$ cat src/rtl/wdg_pkg.sv
package wdg_pkg;

  // register map (3-bit word address)
  localparam logic [2:0] A_CTRL = 3'd0;
  localparam logic [2:0] A_LOAD = 3'd1;
  localparam logic [2:0] A_WIN  = 3'd2;
  localparam logic [2:0] A_KEY  = 3'd3;
  localparam logic [2:0] A_STAT = 3'd4;
  localparam logic [2:0] A_CNT  = 3'd5;

  localparam int KEY_W = 16;
  localparam logic [KEY_W-1:0] KEY_ARM  = 16'hE51A;
  localparam logic [KEY_W-1:0] KEY_FIRE = 16'hA35C;

  // status bit positions (decoded by software, kept fixed)
  localparam int ST_AUX   = 0;
  localparam int ST_EXP   = 1;
  localparam int ST_BAD   = 2;
  localparam int ST_EARLY = 3;
  localparam int ST_LATE  = 4;
  localparam int ST_ANY   = 5;
  localparam int ST_W     = 6;

  typedef struct packed {
    logic expire;
    logic early;
    logic badkey;
  } wdg_evt_t;

  // window code to right-shift amount; codes above 5 saturate
  function automatic logic [2:0] win_shift(input logic [2:0] code);
    return (code > 3'd5) ? 3'd5 : code;
  endfunction

  // status bits raised by one cycle's events
  function automatic logic [ST_W-1:0] event_bits(input wdg_evt_t e, input logic aux);
    logic [ST_W-1:0] s;
    s = '0;
    s[ST_AUX] = aux;
    if (e.expire) begin
      s[ST_EXP]  = 1'b1;
      s[ST_LATE] = 1'b1;
    end
    if (e.early) s[ST_EARLY] = 1'b1;
    if (e.badkey) s[ST_BAD] = 1'b1;
    s[ST_ANY] = e.expire | e.early | e.badkey;
    return s;
  endfunction

endpackage

$ cat src/rtl/wdg_countdown.sv
module wdg_countdown import wdg_pkg::*; #(
  parameter int CNT_W = 24
) (
  input  logic             clk,
  input  logic             rst_n,
  input  logic             tick_i,
  input  logic             start_i,
  input  logic             reload_i,
  input  logic [CNT_W-1:0] preload_i,
  input  logic [2:0]       win_code_i,
  output logic [CNT_W-1:0] count_o,
  output logic             running_o,
  output logic             win_open_o,
  output logic             expire_o
);

  localparam logic [CNT_W-1:0] ONE = {{(CNT_W-1){1'b0}}, 1'b1};

  logic [CNT_W-1:0] cnt_q;
  logic             run_q;

  function automatic logic [CNT_W-1:0] win_limit(input logic [CNT_W-1:0] pl,
                                                 input logic [2:0] code);
    return pl >> win_shift(code);
  endfunction

  assign win_open_o = (cnt_q <= win_limit(preload_i, win_code_i));
  assign expire_o   = run_q && tick_i && !reload_i && (cnt_q <= ONE);
  assign count_o    = cnt_q;
  assign running_o  = run_q;

  always_ff @(posedge clk or negedge rst_n) begin
    if (!rst_n) begin
      cnt_q <= '0;
      run_q <= 1'b0;
    end else if (start_i) begin
      cnt_q <= preload_i;
      run_q <= 1'b1;
    end else if (reload_i) begin
      cnt_q <= preload_i;
    end else if (expire_o) begin
      cnt_q <= '0;
      run_q <= 1'b0;
    end else if (run_q && tick_i) begin
      cnt_q <= cnt_q - ONE;
    end
  end

  AST_HOLD_NO_TICK: assert property (@(posedge clk) disable iff (!rst_n)
    (!tick_i && !reload_i && !start_i) |=> $stable(cnt_q));
  AST_EXPIRE_HALT: assert property (@(posedge clk) disable iff (!rst_n)
    expire_o |=> (!run_q && cnt_q == '0));
  AST_RELOAD_VALUE: assert property (@(posedge clk) disable iff (!rst_n)
    reload_i |=> (cnt_q == $past(preload_i)));

endmodule

$ cat src/rtl/wdg_key_check.sv
module wdg_key_check import wdg_pkg::*; (
  input  logic             clk,
  input  logic             rst_n,
  input  logic             key_wr_i,
  input  logic [KEY_W-1:0] key_i,
  input  logic             running_i,
  input  logic             win_open_i,
  input  logic             start_i,
  output logic             reload_o,
  output logic             early_o,
  output logic             badkey_o,
  output logic             armed_o,
  output logic             locked_o
);

  logic armed_q;
  logic lock_q;
  logic live, is_arm, is_fire, attempt;

  assign live    = key_wr_i && running_i && !lock_q;
  assign is_arm  = (key_i == KEY_ARM);
  assign is_fire = (key_i == KEY_FIRE);
  assign attempt = live && !is_arm;

  assign early_o  = attempt && !win_open_i;
  assign badkey_o = attempt && !(is_fire && armed_q);
  assign reload_o = attempt && is_fire && armed_q && win_open_i;
  assign armed_o  = armed_q;
  assign locked_o = lock_q;

  always_ff @(posedge clk or negedge rst_n) begin
    if (!rst_n) begin
      armed_q <= 1'b0;
      lock_q  <= 1'b0;
    end else if (start_i) begin
      armed_q <= 1'b0;
      lock_q  <= 1'b0;
    end else if (live) begin
      armed_q <= is_arm;
      lock_q  <= early_o || badkey_o;
    end
  end

  AST_LOCK_HOLDS: assert property (@(posedge clk) disable iff (!rst_n)
    (lock_q && !start_i) |=> lock_q);
  AST_REARM_QUIET: assert property (@(posedge clk) disable iff (!rst_n)
    (live && is_arm) |-> (!early_o && !badkey_o && !reload_o));

endmodule

$ cat src/rtl/wdg_status.sv
module wdg_status import wdg_pkg::*; (
  input  logic            clk,
  input  logic            rst_n,
  input  logic            aux_i,
  input  wdg_evt_t        evt_i,
  input  logic            clr_i,
  input  logic [ST_W-1:0] clr_mask_i,
  input  logic            act_sel_i,
  input  logic            pulse_mode_i,
  output logic [ST_W-1:0] status_o,
  output logic            rst_req_o,
  output logic            nmi_o
);

  logic [ST_W-1:0] stat_q;
  logic [ST_W-1:0] set_bits, clr_bits;
  logic            pls_q;
  logic            act;

  assign set_bits = event_bits(evt_i, aux_i);
  assign clr_bits = clr_i ? clr_mask_i : '0;

  always_ff @(posedge clk or negedge rst_n) begin
    if (!rst_n) begin
      stat_q <= '0;
      pls_q  <= 1'b0;
    end else begin
      stat_q <= (stat_q & ~clr_bits) | set_bits;
      pls_q  <= evt_i.expire | evt_i.early | evt_i.badkey;
    end
  end

  assign act       = pulse_mode_i ? pls_q : stat_q[ST_ANY];
  assign rst_req_o = act && !act_sel_i;
  assign nmi_o     = act && act_sel_i;
  assign status_o  = stat_q;

  for (genvar b = 0; b < ST_W; b++) begin : g_sticky
    AST_STICKY: assert property (@(posedge clk) disable iff (!rst_n)
      (stat_q[b] && !(clr_i && clr_mask_i[b])) |=> stat_q[b]);
  end

  AST_SUMMARY_SET: assert property (@(posedge clk) disable iff (!rst_n)
    (evt_i.expire || evt_i.early || evt_i.badkey) |=> stat_q[ST_ANY]);
  AST_AUX_SET: assert property (@(posedge clk) disable iff (!rst_n)
    aux_i |=> stat_q[ST_AUX]);
  AST_ACT_EXCL: assert property (@(posedge clk) disable iff (!rst_n)
    !(rst_req_o && nmi_o));

endmodule

$ cat src/rtl/windowed_watchdog.sv
module windowed_watchdog import wdg_pkg::*; #(
  parameter int CNT_W  = 24,
  parameter int DATA_W = 32
) (
  input  logic              clk,
  input  logic              rst_n,
  input  logic              tick_i,
  input  logic              aux_evt_i,
  input  logic              wr_en_i,
  input  logic [2:0]        wr_addr_i,
  input  logic [DATA_W-1:0] wr_data_i,
  input  logic [2:0]        rd_addr_i,
  output logic [DATA_W-1:0] rd_data_o,
  output logic              rst_req_o,
  output logic              nmi_o
);

  logic [CNT_W-1:0] preload_q;
  logic [2:0]       win_q;
  logic             sel_q, pm_q;

  logic [CNT_W-1:0] count;
  logic             running, win_open, expire;
  logic             start, key_wr, clr;
  logic             reload, early, badkey, armed, locked;
  logic [ST_W-1:0]  status;
  wdg_evt_t         evt;
  logic             unused_hi;

  assign unused_hi = ^wr_data_i[DATA_W-1:CNT_W];

  assign start  = wr_en_i && (wr_addr_i == A_CTRL) && wr_data_i[0] && !running;
  assign key_wr = wr_en_i && (wr_addr_i == A_KEY);
  assign clr    = wr_en_i && (wr_addr_i == A_STAT);

  always_ff @(posedge clk or negedge rst_n) begin
    if (!rst_n) begin
      preload_q <= '0;
      win_q     <= '0;
      sel_q     <= 1'b0;
      pm_q      <= 1'b0;
    end else if (wr_en_i) begin
      case (wr_addr_i)
        A_CTRL: begin
          sel_q <= wr_data_i[1];
          pm_q  <= wr_data_i[2];
        end
        A_LOAD:  preload_q <= wr_data_i[CNT_W-1:0];
        A_WIN:   win_q     <= wr_data_i[2:0];
        default: ;
      endcase
    end
  end

  wdg_countdown #(.CNT_W(CNT_W)) u_count (
    .clk        (clk),
    .rst_n      (rst_n),
    .tick_i     (tick_i),
    .start_i    (start),
    .reload_i   (reload),
    .preload_i  (preload_q),
    .win_code_i (win_q),
    .count_o    (count),
    .running_o  (running),
    .win_open_o (win_open),
    .expire_o   (expire)
  );

  wdg_key_check u_key (
    .clk        (clk),
    .rst_n      (rst_n),
    .key_wr_i   (key_wr),
    .key_i      (wr_data_i[KEY_W-1:0]),
    .running_i  (running),
    .win_open_i (win_open),
    .start_i    (start),
    .reload_o   (reload),
    .early_o    (early),
    .badkey_o   (badkey),
    .armed_o    (armed),
    .locked_o   (locked)
  );

  assign evt.expire = expire;
  assign evt.early  = early;
  assign evt.badkey = badkey;

  wdg_status u_stat (
    .clk          (clk),
    .rst_n        (rst_n),
    .aux_i        (aux_evt_i),
    .evt_i        (evt),
    .clr_i        (clr),
    .clr_mask_i   (wr_data_i[ST_W-1:0]),
    .act_sel_i    (sel_q),
    .pulse_mode_i (pm_q),
    .status_o     (status),
    .rst_req_o    (rst_req_o),
    .nmi_o        (nmi_o)
  );

  always_comb begin
    rd_data_o = '0;
    case (rd_addr_i)
      A_CTRL:  rd_data_o = DATA_W'({pm_q, sel_q, running});
      A_LOAD:  rd_data_o = DATA_W'(preload_q);
      A_WIN:   rd_data_o = DATA_W'(win_q);
      A_KEY:   rd_data_o = DATA_W'({locked, armed});
      A_STAT:  rd_data_o = DATA_W'(status);
      A_CNT:   rd_data_o = DATA_W'(count);
      default: rd_data_o = '0;
    endcase
  end

  AST_RELOAD_IN_WINDOW: assert property (@(posedge clk) disable iff (!rst_n)
    reload |-> win_open);
  AST_NO_STOP: assert property (@(posedge clk) disable iff (!rst_n)
    (running && !expire) |=> running);
  AST_IDLE_KEYS: assert property (@(posedge clk) disable iff (!rst_n)
    (!running && !start) |=> $stable({locked, armed}));

endmodule

$ cat config.mk
export PLATFORM = sky130hd
export DESIGN_NAME = windowed_watchdog
export DESIGN_NICKNAME = d
export VERILOG_FILES = /design/src/rtl/wdg_pkg.sv /design/src/rtl/wdg_countdown.sv /design/src/rtl/wdg_key_check.sv /design/src/rtl/wdg_status.sv /design/src/rtl/windowed_watchdog.sv
export SDC_FILE = /design/constraint.sdc
export NUM_CORES = 1
export LEC_CHECK = 0
export ABC_AREA = 1
export CORE_MARGIN = 4
export CORE_UTILIZATION = 29
export CTS_CLUSTER_SIZE = 28
export DETAILED_ROUTE_END_ITERATION = 16
export PLACE_DENSITY_LB_ADDON = 0.2
export SLEW_MARGIN = 20
export SYNTH_ARGS = -nofsm -noshare
export SYNTH_HDL_FRONTEND = slang
export SYNTH_SLANG_ARGS = --single-unit
export TNS_END_PERCENT = 100
$ cat constraint.sdc
create_clock -name clk -period 8.35 [get_ports clk]
set_input_delay 1.67 -clock clk [delete_from_list [all_inputs] [get_ports clk]]
set_output_delay 1.67 -clock clk [all_outputs]
set_load 0.02 [all_outputs]
Word level (Yosys, flattened, before mapping)
Cells that the tools add are included.
{"block": "totals", "regBits": 63, "in_bits": 43, "output_inout_bits": 34}
{"block": "op_classes", "add_sub_neg": 1, "magnitude_cmp": 3, "n_eq_ne": 12, "shift": 1, "mux": 18, "bitwise_logic": 5, "reduce_logical": 36}
{"operator": "one-hot mux 24 bit (6 select lines)", "n": 1}
{"operator": "two-way mux 24 bit", "n": 4}
{"operator": "== test 16 bit (second input constant)", "n": 2}
{"operator": "<= comparator 24 x 1 -> 1 bit (second input constant)", "n": 1}
{"operator": "<= comparator 24 bit", "n": 1}
{"operator": ">> shifter 24 x 3 -> 24 bit", "n": 1}
{"operator": "subtractor 24 x 1 -> 24 bit (second input constant)", "n": 1}
{"operator": "logical AND 1 bit", "n": 19}
{"operator": "== test 3 x 2 -> 1 bit (second input constant)", "n": 4}
{"operator": "two-way mux 1 bit", "n": 11}
{"operator": "== test 3 bit (second input constant)", "n": 3}
{"operator": "AND reduction 2 bit", "n": 4}
{"operator": "zero test 1 bit", "n": 7}
{"operator": "bitwise AND 6 bit", "n": 1}
{"operator": "== test 3 x 1 -> 1 bit (second input constant)", "n": 2}
{"operator": "zero test 3 bit", "n": 2}
{"operator": "two-way mux 6 bit", "n": 1}
{"operator": "NOT 6 bit", "n": 1}
{"operator": "bitwise OR 6 bit", "n": 1}
{"operator": "nonzero test 2 bit", "n": 2}
{"operator": "nonzero test 4 bit", "n": 1}
{"operator": "> comparator 3 bit (second input constant)", "n": 1}
{"operator": "two-way mux 3 bit", "n": 1}
{"operator": "!= test 2 bit (second input constant)", "n": 1}
{"operator": "2 further kinds", "n": 3}

Depth between registers and ports, before layout
{"block": "depth", "ltp_word": 14, "mapped_depth": 28}

Hierarchy
Synthesis repeated with hierarchy kept, for this count alone.
{"block": "hier_totals", "cells_unflattened": 856, "area_unflattened_um2": 5550.3}
{"module": "wdg_countdown", "instances": 1, "cells_per_inst": 509, "area_each_um2": 3200.6}
{"module": "windowed_watchdog", "instances": 1, "cells_per_inst": 255, "area_each_um2": 1751.7}
{"module": "wdg_key_check", "instances": 1, "cells_per_inst": 56, "area_each_um2": 305.3}
{"module": "wdg_status", "instances": 1, "cells_per_inst": 36, "area_each_um2": 292.8}

Worst setup path before layout
Ideal clock, no wire load.
{"block": "synth_timing", "path_kind": "input port to output port", "from": "input port rd_addr_i[1]", "to": "output port rd_data_o[10]", "arrival_ps": 2595, "required_ps": 6680, "path_slack_ps": 4085, "stages": 4, "cell_sequence": "inv_1 -> nand3_1 -> clkbuf_1 -> o21ai_0"}
{"block": "synth_between", "elab_chain_cells": 2, "elab_cells_between_ends": 7, "classes_between": "eq/ne (5); mux (1); reduce/logical (1)"}
{"element": "from (decl)", "line_no": "windowed_watchdog.sv:12", "source": "input logic [2:0] rd_addr_i,"}
{"element": "== test 3 bit (tied with other cells)", "line_no": "windowed_watchdog.sv:104", "source": "case (rd_addr_i)"}
{"element": "one-hot mux 24 bit (6 select lines) (*)", "line_no": "windowed_watchdog.sv:104"}
{"element": "to (decl)", "line_no": "windowed_watchdog.sv:13", "source": "output logic [DATA_W-1:0] rd_data_o,"}
Mark *: on every way between the ends. The rest lies on a longest branch, timed or not.

Worst setup path after layout
{"block": "layout_timing", "from": "input port rd_addr_i[0]", "to": "output port rd_data_o[10]"}
Same word-level chain as after synthesis.

==> reports/results.ini <==
[synth]
ys_top_cells_by_count=sky130_fd_sc_hd__nand2_1 (202), sky130_fd_sc_hd__inv_1 (117), sky130_fd_sc_hd__nor2_1 (73)
dominantRegCellSynth=sky130_fd_sc_hd__dfrtp_1
synth_area_per_cell_um2=6.609
syn_inst=777
synth.lib_cells_used.distinct=37
yosys.area.top_type_share_pct=30.70
synth-warning-count=0
yosys.area.top_type=sky130_fd_sc_hd__dfrtp_1
synth.top_cells.by_area=sky130_fd_sc_hd__dfrtp_1 (31%), sky130_fd_sc_hd__nand2_1 (15%), sky130_fd_sc_hd__inv_1 (8.6%), sky130_fd_sc_hd__ha_1 (6.3%), sky130_fd_sc_hd__nor2_1 (5.3%)
ys_async_sr_fraction_pct=100.0
ys_ff_latch=63
yosysSeqAreaShare_pct=30.70
synth.most_common_cell=sky130_fd_sc_hd__nand2_1
count_of_flip_flops_with_a_built_in_enable_after_synthesis=0
mappedNetlistArea_um2=5135

[global_route]
grt_start_max_net_pins=64
grt_usage_pct=16.88
gr-total-overflow=0
number_of_antenna_violations_at_the_first_check_in_global_routing=0
first_pass_grt_wire_length_um=26290
number_of_global_route_vias_before_repair=4673

[power]
p_per_area_nw_per_um2=289.7
power.share.clock_pct=25.0
power.leakage_nw=3.090
share_seq_of_total_power_pct=29.9
share_comb_of_total_power_pct=45.1
design_power_total_w=0.001798
switching_share_pct=44.11
internal-power_w=0.001005
power_switching_w=0.0007930
vdd_ir_drop_max_v=0.0001192

[die]
die-area_um2=19900
die_x_um=141.1
num_rows=48
io_pins=77
coreArea_um2=17300
floorplan.initialDensity_pct=29.69
die_h_um=141.1

[routing]
wire_per_inst_um=15.71
drt-vias-per-instance=4.880
drt-total-wl_um=16530
detail_route.first_pass.iterations=5
drc_errors=0
drt.antenna.violating_nets=0
dr.first_iter.drc_count=456
vias=5134

[cts]
ctsLongestPathBuffers=2
clockRootBuffer=sky130_fd_sc_hd__clkbuf_16
cts.sinks=63
clkTransAtPathRegs_ns=0.05
clk_latency_worst_skew_pair_ns=0.35
postCtsHoldBufs=0
number_of_buffers_inserted_by_post_cts_setup_repair=0
cts_buffers=9
post_cts.resized_instances=0
ctsHtreeMaxLevel=3
cts_tree=yes

[place]
dp_hpwl_um=12570
placement.io_buffers=60
pre_cts_ws_ns=2.286
place.detailed.instances=1036
gp_congestion=0.8702

[sta]
rsz0062_at_grt=no
worst_pin_slew_ns=1.080
slew_viol_final=0
period_share_pct=71.53
timing.fmax_mhz=167.4
timing.hold.ws_ns=0.5201
layout_setup_ws_ns=2.377
finalCriticalPeriod_ns=5.973
relSlewSlack_pct=27.83
timing.clock.skew_ns=0.006726
setup_viol_count_final=0
finalSetupTns_ns=0
hold_viol_final=0

[worst_setup_path]
critPathLaunchType=primary input
arrival_time_reported_for_the_critical_path_endpoint_ns=4.30
critPathRequiredTime_ns=6.68
critical_path.endpoint_type=primary output
critPathKind=in -> out
worst-path-max-fanout=24

[final_layout]
final_cells=1052
nNetsFinal=891
layout-area-overhead-vs-synth_pct=20.83
fraction_of_final_layout_cells_with_drive_strength_greater_than_1_pct=4.958
antenna_cells_inserted=0

[status]
outcome=completed

[run]
drv.max_cap_violation_count=0

[worst_hold_path]
min-delay-path-class=reg -> reg

## power by group through the flow
stage               clock network [W]  registers, W  logic [W]
CTS                          0.000455      0.000534   0.000813
finish                       0.000449      0.000537   0.000811
detailed placement                  0      0.000537   0.000812
global route                 0.000467      0.000553   0.000939
global placement                    0      0.000541   0.000804
floorplan                           0      0.000478   0.000622
## layout make-up
type,instances,area (um^2)
clock inverter,5,105.1
fill,1909,11090
multi-input combinational,559,2904
sequential,63,1577
inverter,125,469.2
tap,225,281.5
clock buffer,11,242.7
timing repair buffer,64,625.6
## worst max-delay path: stages
cell	delay [ns]
sky130_fd_sc_hd__clkdlybuf4s50_1	0.57
sky130_fd_sc_hd__nand3_1	0.77
sky130_fd_sc_hd__o21ai_0	0.59
sky130_fd_sc_hd__clkdlybuf4s50_1	0.69
## cells in the final DEF (no fill, tap or decap), types with 4 or more instances in the layout
master / instances
sky130_fd_sc_hd__o21ai_0: 47
sky130_fd_sc_hd__clkdlybuf4s50_1: 59
sky130_fd_sc_hd__inv_2: 8
sky130_fd_sc_hd__nand4_1: 33
sky130_fd_sc_hd__nor2_1: 73
sky130_fd_sc_hd__o21ai_1: 7
sky130_fd_sc_hd__xor2_1: 20
sky130_fd_sc_hd__clkbuf_16: 9
sky130_fd_sc_hd__nand3_1: 48
sky130_fd_sc_hd__o211ai_1: 5
sky130_fd_sc_hd__a21oi_1: 29
sky130_fd_sc_hd__a221oi_1: 4
sky130_fd_sc_hd__nand2_1: 202
sky130_fd_sc_hd__o22ai_1: 29
sky130_fd_sc_hd__inv_1: 117
sky130_fd_sc_hd__buf_4: 4
sky130_fd_sc_hd__dfrtp_1: 63
sky130_fd_sc_hd__conb_1: 8
sky130_fd_sc_hd__ha_1: 26
sky130_fd_sc_hd__nor3_1: 5
## sequential cells by signal, summed over array words and instances (netlist names)
register	flops
u_count.running_o	1
pm_q	1
preload_q	24
u_key.armed_o	1
u_count.count_o	24
u_stat.pls_q	1
win_q	3
sel_q	1
u_stat.status_o	6
u_key.locked_o	1
## per-stage QoR
| step | util [%] | area [um^2] |
|---|---|---|
| after detailed placement | 33.86 | 5857 |
| after global routing | 35.87 | 6205 |
| after global placement | 33.86 | 5857 |
| after CTS | 35.87 | 6205 |
| after floorplan | - | 5161 |
| final | 35.87 | 6205 |
## logic make-up after synthesis
family / after synthesis / synth area share [%]
AND/OR/NAND/NOR: 375 / 31.58
buffers and inverters: 162 / 13.26
AO/OA/AOI/OAI: 128 / 14.23
flip-flops: 63 / 30.70
adder cells (fa/ha/maj): 26 / 6.335
XOR/XNOR: 20 / 3.411
multiplexers: 2 / 0.4142
other: 1 / 0.07303
## routing by layer
layer | GRT usage, % | wire (um)
met1 | 25.69 | 8339
met2 | 24.48 | 7034
met3 | 1.934 | 855
met4 | 5.864 | 300
met5 | 0 | 0
## path summary, 6_finish.rpt
kind / startpoint / end / slack, ns / depth (start not counted)
max: rd_addr_i[0] / rd_data_o[10] / 2.38 / 4
min: preload_q[9] / preload_q[9] / 0.52 / 2
max reg2reg: win_q[2] / u_count.count_o[23] / 3.91 / 17
min reg2reg: preload_q[9] / preload_q[9] / 0.52 / 2
max in group asynchronous: rst_n / u_count.count_o[7] / 6.30 / 2
min in group asynchronous: rst_n / sel_q / 1.50 / 2
No activity file was read; power rests on OpenSTA's default activity.
